$ cat src/rtl/wnb_pkg.sv
package wnb_pkg;

   // sequencer phases of a split word access
   typedef enum logic [1:0] {
      PH_IDLE = 2'd0,
      PH_HI   = 2'd1,
      PH_LO   = 2'd2,
      PH_DONE = 2'd3
   } wnb_phase_e;

   // region numbers from the top three byte address bits
   localparam logic [2:0] RGN_ROM  = 3'd0;
   localparam logic [2:0] RGN_CART = 3'd3;
   localparam logic [2:0] RGN_IO   = 3'd4;

endpackage

$ cat src/rtl/wnb_decode.sv
module wnb_decode
   import wnb_pkg::*;
#(
   parameter int ADDR_W  = 15,
   parameter int IO_DEVS = 4
) (
   input  logic [ADDR_W-1:0]  waddr,
   input  logic               mem_en,
   input  logic               rd,
   output logic               rom_sel,
   output logic               cart_sel,
   output logic               ram_sel,
   output logic [IO_DEVS-1:0] io_rd_sel,
   output logic [IO_DEVS-1:0] io_wr_sel,
   output logic               byte_req,
   output logic               wide_hit
);
   localparam int DEV_W   = $clog2(IO_DEVS);
   localparam int RGN_LSB = ADDR_W - 3;
   localparam int DEV_MSB = RGN_LSB - 1;
   localparam int WR_BIT  = DEV_MSB - DEV_W;

   generate
      if (ADDR_W != 15) begin : g_bad_aw
         $error("wnb_decode: ADDR_W must describe a 64 KB byte space");
      end
      if ((1 << DEV_W) != IO_DEVS || IO_DEVS < 2) begin : g_bad_devs
         $error("wnb_decode: IO_DEVS must be a power of two, at least 2");
      end
   endgenerate

   logic [2:0]       region;
   logic [DEV_W-1:0] dev;
   logic             wr_port;
   logic             io_rgn;

   assign region  = waddr[ADDR_W-1:RGN_LSB];
   assign dev     = waddr[DEV_MSB -: DEV_W];
   assign wr_port = waddr[WR_BIT];
   assign io_rgn  = mem_en && (region == RGN_IO);

   assign rom_sel  = mem_en && (region == RGN_ROM);
   assign cart_sel = mem_en && (region == RGN_CART);
   assign ram_sel  = io_rgn && (dev == '0) && !wr_port;
   assign wide_hit = rom_sel || cart_sel || ram_sel;

   // one read port and one write port per device; read slot 0 is the RAM
   for (genvar d = 0; d < IO_DEVS; d++) begin : g_port
      if (d == 0) begin : g_slot0
         assign io_rd_sel[d] = 1'b0;
      end else begin : g_rd
         assign io_rd_sel[d] = io_rgn && (dev == DEV_W'(d)) && !wr_port && rd;
      end
      assign io_wr_sel[d] = io_rgn && (dev == DEV_W'(d)) && wr_port && !rd;
   end

   assign byte_req = (|io_rd_sel) || (|io_wr_sel);

endmodule

$ cat src/rtl/wnb_sequencer.sv
module wnb_sequencer
   import wnb_pkg::*;
#(
   parameter int BYTE_W   = 8,
   parameter int STB_CLKS = 2
) (
   input  logic                clk,
   input  logic                rst_n,
   input  logic                start,
   input  logic                rd,
   input  logic [2*BYTE_W-1:0] wdata,
   input  logic [BYTE_W-1:0]   byte_rdata,
   output logic                ready,
   output logic                rd_stb,
   output logic                wr_stb,
   output logic                a0,
   output logic [BYTE_W-1:0]   byte_wdata,
   output logic [2*BYTE_W-1:0] word
);
   localparam int CW = (STB_CLKS > 1) ? $clog2(STB_CLKS) : 1;
   localparam logic [CW-1:0] LAST = CW'(STB_CLKS - 1);

   generate
      if (STB_CLKS < 1) begin : g_bad_stb
         $error("wnb_sequencer: STB_CLKS must be at least 1");
      end
   endgenerate

   wnb_phase_e        phase;
   logic [CW-1:0]     cnt;
   logic [BYTE_W-1:0] hi_q, lo_q;
   logic              active;

   always_ff @(posedge clk) begin
      if (!rst_n) begin
         phase <= PH_IDLE;
         cnt   <= '0;
         hi_q  <= '0;
         lo_q  <= '0;
      end else begin
         case (phase)
            PH_IDLE: if (start) begin
               phase <= PH_HI;
               cnt   <= '0;
            end
            PH_HI: if (cnt == LAST) begin
               hi_q  <= byte_rdata;
               phase <= PH_LO;
               cnt   <= '0;
            end else begin
               cnt <= cnt + 1'b1;
            end
            PH_LO: if (cnt == LAST) begin
               lo_q  <= byte_rdata;
               phase <= PH_DONE;
               cnt   <= '0;
            end else begin
               cnt <= cnt + 1'b1;
            end
            default: if (!start) phase <= PH_IDLE;
         endcase
      end
   end

   assign active     = (phase == PH_HI) || (phase == PH_LO);
   assign rd_stb     = active && rd;
   assign wr_stb     = active && !rd;
   assign a0         = (phase == PH_LO);
   assign byte_wdata = a0 ? wdata[BYTE_W-1:0] : wdata[2*BYTE_W-1:BYTE_W];
   assign ready      = !(((phase == PH_IDLE) && start) || active);
   assign word       = {hi_q, lo_q};

   // the low byte strobe starts only straight after the high byte strobe
   assert_lo_after_hi_R5: assert property (@(posedge clk) disable iff (!rst_n)
      $rose(a0) |-> $past(rd_stb || wr_stb) && (rd_stb || wr_stb));

   // read and write strobes never overlap
   assert_stb_excl_R5: assert property (@(posedge clk) disable iff (!rst_n)
      !(rd_stb && wr_stb));

   // ready is released only in the cycle after a low byte strobe
   assert_ready_release_R7: assert property (@(posedge clk) disable iff (!rst_n)
      $rose(ready) |-> $past(a0));

endmodule

$ cat src/rtl/wide_narrow_bridge.sv
module wide_narrow_bridge
   import wnb_pkg::*;
#(
   parameter int ADDR_W   = 15,
   parameter int BYTE_W   = 8,
   parameter int IO_DEVS  = 4,
   parameter int STB_CLKS = 2
) (
   input  logic                clk,
   input  logic                rst_n,
   input  logic [ADDR_W-1:0]   cpu_waddr,
   input  logic [2*BYTE_W-1:0] cpu_wdata,
   input  logic                cpu_mem_en,
   input  logic                cpu_rd,
   output logic [2*BYTE_W-1:0] cpu_rdata,
   output logic                cpu_ready,
   input  logic [2*BYTE_W-1:0] wide_rdata,
   output logic                rom_sel,
   output logic                cart_sel,
   output logic                ram_sel,
   output logic [IO_DEVS-1:0]  io_rd_sel,
   output logic [IO_DEVS-1:0]  io_wr_sel,
   output logic                byte_a0,
   output logic                byte_rd_stb,
   output logic                byte_wr_stb,
   output logic [BYTE_W-1:0]   byte_wdata,
   input  logic [BYTE_W-1:0]   byte_rdata
);
   localparam int DATA_W = 2 * BYTE_W;

   logic              byte_req, wide_hit;
   logic [DATA_W-1:0] seq_word;

   wnb_decode #(.ADDR_W(ADDR_W), .IO_DEVS(IO_DEVS)) u_dec (
      .waddr     (cpu_waddr),
      .mem_en    (cpu_mem_en),
      .rd        (cpu_rd),
      .rom_sel   (rom_sel),
      .cart_sel  (cart_sel),
      .ram_sel   (ram_sel),
      .io_rd_sel (io_rd_sel),
      .io_wr_sel (io_wr_sel),
      .byte_req  (byte_req),
      .wide_hit  (wide_hit)
   );

   wnb_sequencer #(.BYTE_W(BYTE_W), .STB_CLKS(STB_CLKS)) u_seq (
      .clk        (clk),
      .rst_n      (rst_n),
      .start      (byte_req),
      .rd         (cpu_rd),
      .wdata      (cpu_wdata),
      .byte_rdata (byte_rdata),
      .ready      (cpu_ready),
      .rd_stb     (byte_rd_stb),
      .wr_stb     (byte_wr_stb),
      .a0         (byte_a0),
      .byte_wdata (byte_wdata),
      .word       (seq_word)
   );

   always_comb begin
      if (wide_hit)      cpu_rdata = wide_rdata;
      else if (byte_req) cpu_rdata = seq_word;
      else               cpu_rdata = '1;
   end

   // wide regions never stall and never strobe the byte bus
   assert_wide_no_stall_R2: assert property (@(posedge clk) disable iff (!rst_n)
      (cpu_mem_en && cpu_waddr[ADDR_W-1 -: 3] == 3'd0)
      |-> cpu_ready && rom_sel && !byte_rd_stb && !byte_wr_stb);

   // no read port alongside a write port, and no read port on a write
   assert_port_excl_R3: assert property (@(posedge clk) disable iff (!rst_n)
      !((|io_rd_sel) && (|io_wr_sel)) && !((|io_rd_sel) && !cpu_rd));

   // empty regions select nothing, answer all ones and do not stall
   assert_unmapped_R8: assert property (@(posedge clk) disable iff (!rst_n)
      (cpu_mem_en && cpu_waddr[ADDR_W-1 -: 3] inside {3'd1, 3'd2, 3'd5, 3'd6, 3'd7})
      |-> cpu_ready && !rom_sel && !cart_sel && !ram_sel
          && (io_rd_sel == '0) && (io_wr_sel == '0) && (cpu_rdata == '1));

   // no select without a memory cycle
   assert_idle_no_sel_R1: assert property (@(posedge clk) disable iff (!rst_n)
      !cpu_mem_en |-> !rom_sel && !cart_sel && !ram_sel
                      && (io_rd_sel == '0) && (io_wr_sel == '0));

endmodule

$ cat config.mk
export PLATFORM = sky130hd
export DESIGN_NAME = wide_narrow_bridge
export DESIGN_NICKNAME = d
export VERILOG_FILES = /design/src/rtl/wnb_pkg.sv /design/src/rtl/wnb_decode.sv /design/src/rtl/wnb_sequencer.sv /design/src/rtl/wide_narrow_bridge.sv
export SDC_FILE = /design/constraint.sdc
export NUM_CORES = 1
export LEC_CHECK = 0
export ABC_AREA = 1
export BUFFER_PORTS_ARGS = -buffer_cell sky130_fd_sc_hd__buf_4
export CAP_MARGIN = 20
export CORE_MARGIN = 2
export CORE_UTILIZATION = 40
export DETAILED_ROUTE_END_ITERATION = 10
export PLACE_DENSITY = 0.79
export SYNTH_ARGS = -nofsm -noshare
export SYNTH_HDL_FRONTEND = slang
export SYNTH_SLANG_ARGS = --single-unit
$ cat constraint.sdc
create_clock -name clk -period 1.7 [get_ports clk]
set_input_delay 0.34 -clock clk [delete_from_list [all_inputs] [get_ports clk]]
set_output_delay 0.34 -clock clk [all_outputs]
set_load 0.02 [all_outputs]
# After elaboration in Yosys (flattened, before gate mapping)

Index checks and enable logic that the tools add are counted.

Register bits: 19
Input bits: 59
Output and inout port bits: 39
Logic and storage cells: 71

Add/subtract/negate cells: 1
Eq/ne operators: 11
Mux-type cells: 11
Reductions and logical operators: 44

Operators with widths:

| operator                                      | count |
|---|---|
| 2-to-1 mux 16 bit                             | 2 |
| logical AND 1 bit                             | 25 |
| 2-to-1 mux 2 bit                              | 4 |
| 2-to-1 mux 8 bit                              | 1 |
| == test 2 bit, second input constant          | 3 |
| one-hot mux 2 bit (3 select lines)            | 1 |
| AND reduction 2 bit                           | 3 |
| logical OR 1 bit                              | 5 |
| == test 2 x 1 -> 1 bit, second input constant | 2 |
| zero test 2 bit                               | 2 |
| != test 2 x 1 -> 1 bit, second input constant | 2 |
| != test 4 bit, second input constant          | 1 |
| AND reduction 4 bit                           | 1 |
| OR reduction 4 bit                            | 1 |
| == test 3 x 2 -> 1 bit, second input constant | 1 |
| == test 3 bit, second input constant          | 1 |
| zero test 1 bit                               | 3 |
| zero test 3 bit                               | 1 |
| OR reduction 3 bit                            | 1 |
| 2-to-1 mux 1 bit                              | 2 |
| != test 2 bit, second input constant          | 1 |
| one-hot mux 1 bit (2 select lines)            | 1 |
| nonzero test 2 bit                            | 1 |
| OR reduction 2 bit                            | 1 |
| adder 1 bit, second input constant            | 1 |

# Depth between registers and ports, before layout

Word-level depth: 10
Mapped depth: 12
Gate-level depth less buffers: 12

# By module

Synthesis repeated with hierarchy kept, for this count alone.

Cell total of the unflattened synthesis: 257
Area total of the unflattened synthesis: 1,460.2 um^2

Modules (own cells, without submodules):

| module             | instances | cells an instance | area an instance (um^2) | sequential area each (um^2) |
|---|---|---|---|---|
| wnb_sequencer      | 1         | 131               | 902.1                   | 380.4 |
| wide_narrow_bridge | 1         | 86                | 374.1                   | 0.0 |
| wnb_decode         | 1         | 40                | 183.9                   | 0.0 |

# Worst setup path before layout

Ideal clock, no wire load.

Path type: input port to output port
Start: input cpu_waddr[13]
End: output cpu_rdata[5]
Arrival time: 1.879 ns
Data required time: 1.360 ns
Path slack: -0.519 ns
Stages: 6
Buffers on the path: 1
Cells stage by stage: inv_1 nor4_1 nor2_1 buf_2 a21oi_1 nor2_1

Elaborated cells on any way between the ends: 32
Classes of those cells: 2 x eq/ne; 2 x mux; 28 x reduce/logical

RTL lines:

| item                          | line                     | source |
|---|---|---|
| from (decl)                   | wide_narrow_bridge.sv:11 | `input logic [ADDR_W-1:0] cpu_waddr,` |
| == test 3 x 2 -> 1 bit        | wnb_decode.sv:43         | `assign cart_sel = mem_en && (region == RGN_CART);` |
| logical AND 1 bit             | wnb_decode.sv:43         |  |
| named net cart_sel            | wide_narrow_bridge.sv:19 | `output logic cart_sel,` |
| logical OR 1 bit (2 in a row) | wnb_decode.sv:45         | `assign wide_hit = rom_sel \|\| cart_sel \|\| ram_sel;` |
| 2-to-1 mux 16 bit             | wide_narrow_bridge.sv:63 | `if (wide_hit) cpu_rdata = wide_rdata;` |
| to (decl)                     | wide_narrow_bridge.sv:15 | `output logic [2*BYTE_W-1:0] cpu_rdata,` |

The timed path passes the listed nets, and every way through them passes these cells.

# Worst setup path after layout

Start: input cpu_waddr[13]
End: output cpu_rdata[7]

Word-level cells in the longest chain between the ends: 9
Elaborated cells on any way between the ends: 32
Classes of those cells: 2 x eq/ne; 2 x mux; 28 x reduce/logical

Ends and longest elaborated chain:

| item                                                     | line                                                 | source |
|---|---|---|
| == test 3 bit                                            | wnb_decode.sv:40                                     | `assign io_rgn = mem_en && (region == RGN_IO);` |
| logical AND 1 bit                                        | wnb_decode.sv:40                                     |  |
| logical AND 1 bit (on tied branches)                     | wnb_decode.sv:44, wnb_decode.sv:54, wnb_decode.sv:52 |  |
| logical AND 1 bit (on tied branches) (2 in a row)        | wnb_decode.sv:54, wnb_decode.sv:52                   |  |
| OR reduction 4 bit or OR reduction 3 bit (tied branches) | wnb_decode.sv:57                                     | `assign byte_req = (\|io_rd_sel) \|\| (\|io_wr_sel);` |
| logical OR 1 bit                                         | wnb_decode.sv:57                                     |  |
| 2-to-1 mux 16 bit                                        | wide_narrow_bridge.sv:64                             | `else if (byte_req) cpu_rdata = seq_word;` |
| 2-to-1 mux 16 bit *                                      | wide_narrow_bridge.sv:63                             |  |

Every way passes the cells marked *; elsewhere a longest branch is shown, timed or not.

==> impl_metrics.ini <==
[final_layout]
finalNetCount = 402
seq_area_um2 = 385
diodes = 0
fillCellCount = 68
area_growth_pct = 134
drive_gt1_frac = 0.678
multi_input_comb_area_mm2 = 0.00137
finish.utilization = 0.966

[placement]
dp_slack_ns = -0.423
port_buffers = 87
gp_congestion = 0.804
place_hpwl_um = 3290

[logic_synthesis]
yosysMostFrequentCell = nor2_1
syn_avg_cell_area_um2 = 6.56
synth.largest_area_cell = dfxtp_1
synth_cell_types = 23
synth_edf_count = 0
async_flop_share = 0
synth.cell_area_mm2 = 0.00137
synth_area_leaders = dfxtp_1, nor2_1, a21oi_1, mux2_2, o21ai_0
synthFlopType = dfxtp_1
synth_top_area_frac = 0.279
ys_seq_area_frac = 0.279
ys_ff_latch = 19
ys_warn_count = 0
synth_common_cells = nor2_1, a21oi_1, inv_1
syn_inst = 208
syn-num-nets = 271

[grt]
grtUsageTotal = 0.411
grt_max_degree = 19
grt_pass1_vias = 2308
grt_antenna_before_repair = 0
grt_pass1_wl_um = 12400
overflow = 0

[critical_path]
cp_data_arrival_time_ns = 1.66
critPathCaptureType = primary output
critPathLaunchType = input port
ff2ff_path_depth = 8
crit_required_ns = 1.36
r2r-start = u_seq.phase[0]
cp-startpoint = cpu_waddr[13]
path_max_fanout = 5
worstSetupPathType = input port to primary output
reg2reg_to = u_seq.lo_q[1]
ff2ff_setup_slack_ns = -0.10

[hold_path]
hold_class = input port to flop
hold_end = u_seq.hi_q[1]
min_from = byte_rdata[1]
worstHoldPathCells = 3

[cts]
clk_latency_ns = 0.33
clk_path_buf_depth = 2
numCtsBuffers = 3
cts_root_buf = clkbuf_4
cts_tree = done
cts_num_sinks = 19
cts_hold_buf = 0
clk_pin_slew_worst_paths_ns = 0.10
h-tree-depth = 1

[route]
wire_per_inst_um = 28.0
drtIter0Drc = 431
first_pass_iters = 5
drc_errors = 0
ant_nets = 0
wl_um = 10800
dr_total_vias = 2538
viasPerCell = 6.61

[floorplanning]
dieArea_mm2 = 0.00390
placementRows = 21
fp.dieW_um = 62.4
core-area_mm2 = 0.00331
die_h_um = 62.4
io_pins = 98
initial_core_util = 0.412

[sta]
final-setup-viol-count = 43
fin_crit_sh = 1.18
whs_ns = 0.308
clock.fmax_ghz = 0.500
hold_viol = 0
rsz0062_at_grt = yes
drv_slew = 0
skew_ns = 0.0149
period_minus_slack_ns = 2.00
postLayoutSetupSlackWorst_ns = -0.298

[pwr]
powerDensity_mw_per_mm2 = 780
power_mw = 2.49
power.leakage_nw = 1.45
max-vdd-ir-drop_uv = 1150

[outcome]
status = finished with violations
violations = negative setup slack

[job]
maxCapViolations = 0
## logic make-up after synthesis
group                    Yosys count  share of synthesized area
multiplexers                       8                     0.0660
AND/OR/NAND/NOR                   95                      0.322
buffers and inverters             28                     0.0825
AO/OA/AOI/OAI                     53                      0.212
flip-flops                        19                      0.279
other                              1                    0.00275
adder cells (fa/ha/maj)            4                     0.0367
## final cells by class
type / count / area share
inverter: 21 / 0.0325
clock inverter: 1 / 0.00157
multi-input combinational: 164 / 0.429
tap: 46 / 0.0180
sequential: 19 / 0.121
timing repair buffer: 130 / 0.391
clock buffer: 3 / 0.00705
## sequential cells by signal (all words and copies together) (netlist names)
signal / flops
u_seq.hi_q: 8
u_seq.lo_q: 8
u_seq.cnt: 1
u_seq.phase: 2
## metal layers
metal	global-route usage	up-vias	share of wire
met3	0.142	143	0.13
li1	-	952	-
met4	0.286	0	0.12
met1	0.433	1121	0.32
met2	0.685	322	0.42
met5	0	-	0
## layout by cell type (no fill, tap or decap), types with 2 or more instances in the layout
| cell type | n |
|---|---|
| inv_8 | 2 |
| buf_4 | 85 |
| buf_16 | 2 |
| nor2_1 | 44 |
| a21oi_2 | 24 |
| nor2_8 | 2 |
| inv_1 | 13 |
| a21oi_4 | 9 |
| buf_6 | 34 |
| dfxtp_1 | 17 |
| inv_2 | 2 |
| buf_8 | 3 |
| nor4_4 | 2 |
| nand2_2 | 3 |
| nand3_2 | 2 |
| nor2_2 | 15 |
| nand3_4 | 4 |
| ha_4 | 2 |
| o21ai_0 | 16 |
| nand4_1 | 2 |
| nand2_1 | 10 |
| buf_12 | 4 |
| mux2_4 | 8 |
| ha_1 | 2 |
| inv_4 | 4 |
| a21oi_1 | 2 |
| clkbuf_4 | 3 |
| nand2_8 | 4 |
| nor2_4 | 7 |
| clkbuf_16 | 2 |
## worst max path at each step
stage / end / cells after the start / slack, ns
floorplan: cpu_rdata[10] / 6 / -0.02
finish: cpu_rdata[7] / 11 / -0.30
global route: cpu_rdata[7] / 11 / -0.35
global placement: cpu_rdata[3] / 7 / -0.37
detailed placement: cpu_rdata[4] / 7 / -0.42
CTS: cpu_rdata[0] / 10 / -0.14
## through the flow
stage / TNS, ns / area (µm²) / cells
2_1_floorplan: -0.239 / 1480 / 208
6_report: -5.95 / 3200 / 384
5_1_grt: -6.45 / 3200 / 384
3_3_place_gp: -5.72 / 2280 / 351
3_5_place_dp: -6.51 / 2280 / 351
4_1_cts: -2.32 / 2960 / 379
## power breakdown
part           switching (mW)  internal [mW]  total [mW]  leakage [nW]
registers              0.0680          0.496       0.564         0.155
clock network           0.160         0.0884       0.248        0.0177
logic                   0.918          0.763        1.68          1.28
total                    1.15           1.35        2.49          1.45
## worst max-delay path, cell delays in order
cell     delay (ns)
buf_8          0.11
inv_8          0.07
nand2_8        0.07
nor2_8         0.14
buf_12         0.14
nand3_4        0.10
nand2_8        0.14
nor2_8         0.07
a21oi_1        0.22
nor2_2         0.09
buf_6          0.14
## timing repair
item,in CTS,in global routing
endpoints found under the setup margin,27,33
resized for setup,92,45
cloned,5,2
pin swaps,16,22
buffers inserted,19,4
(Power assumes the default switching activity.)
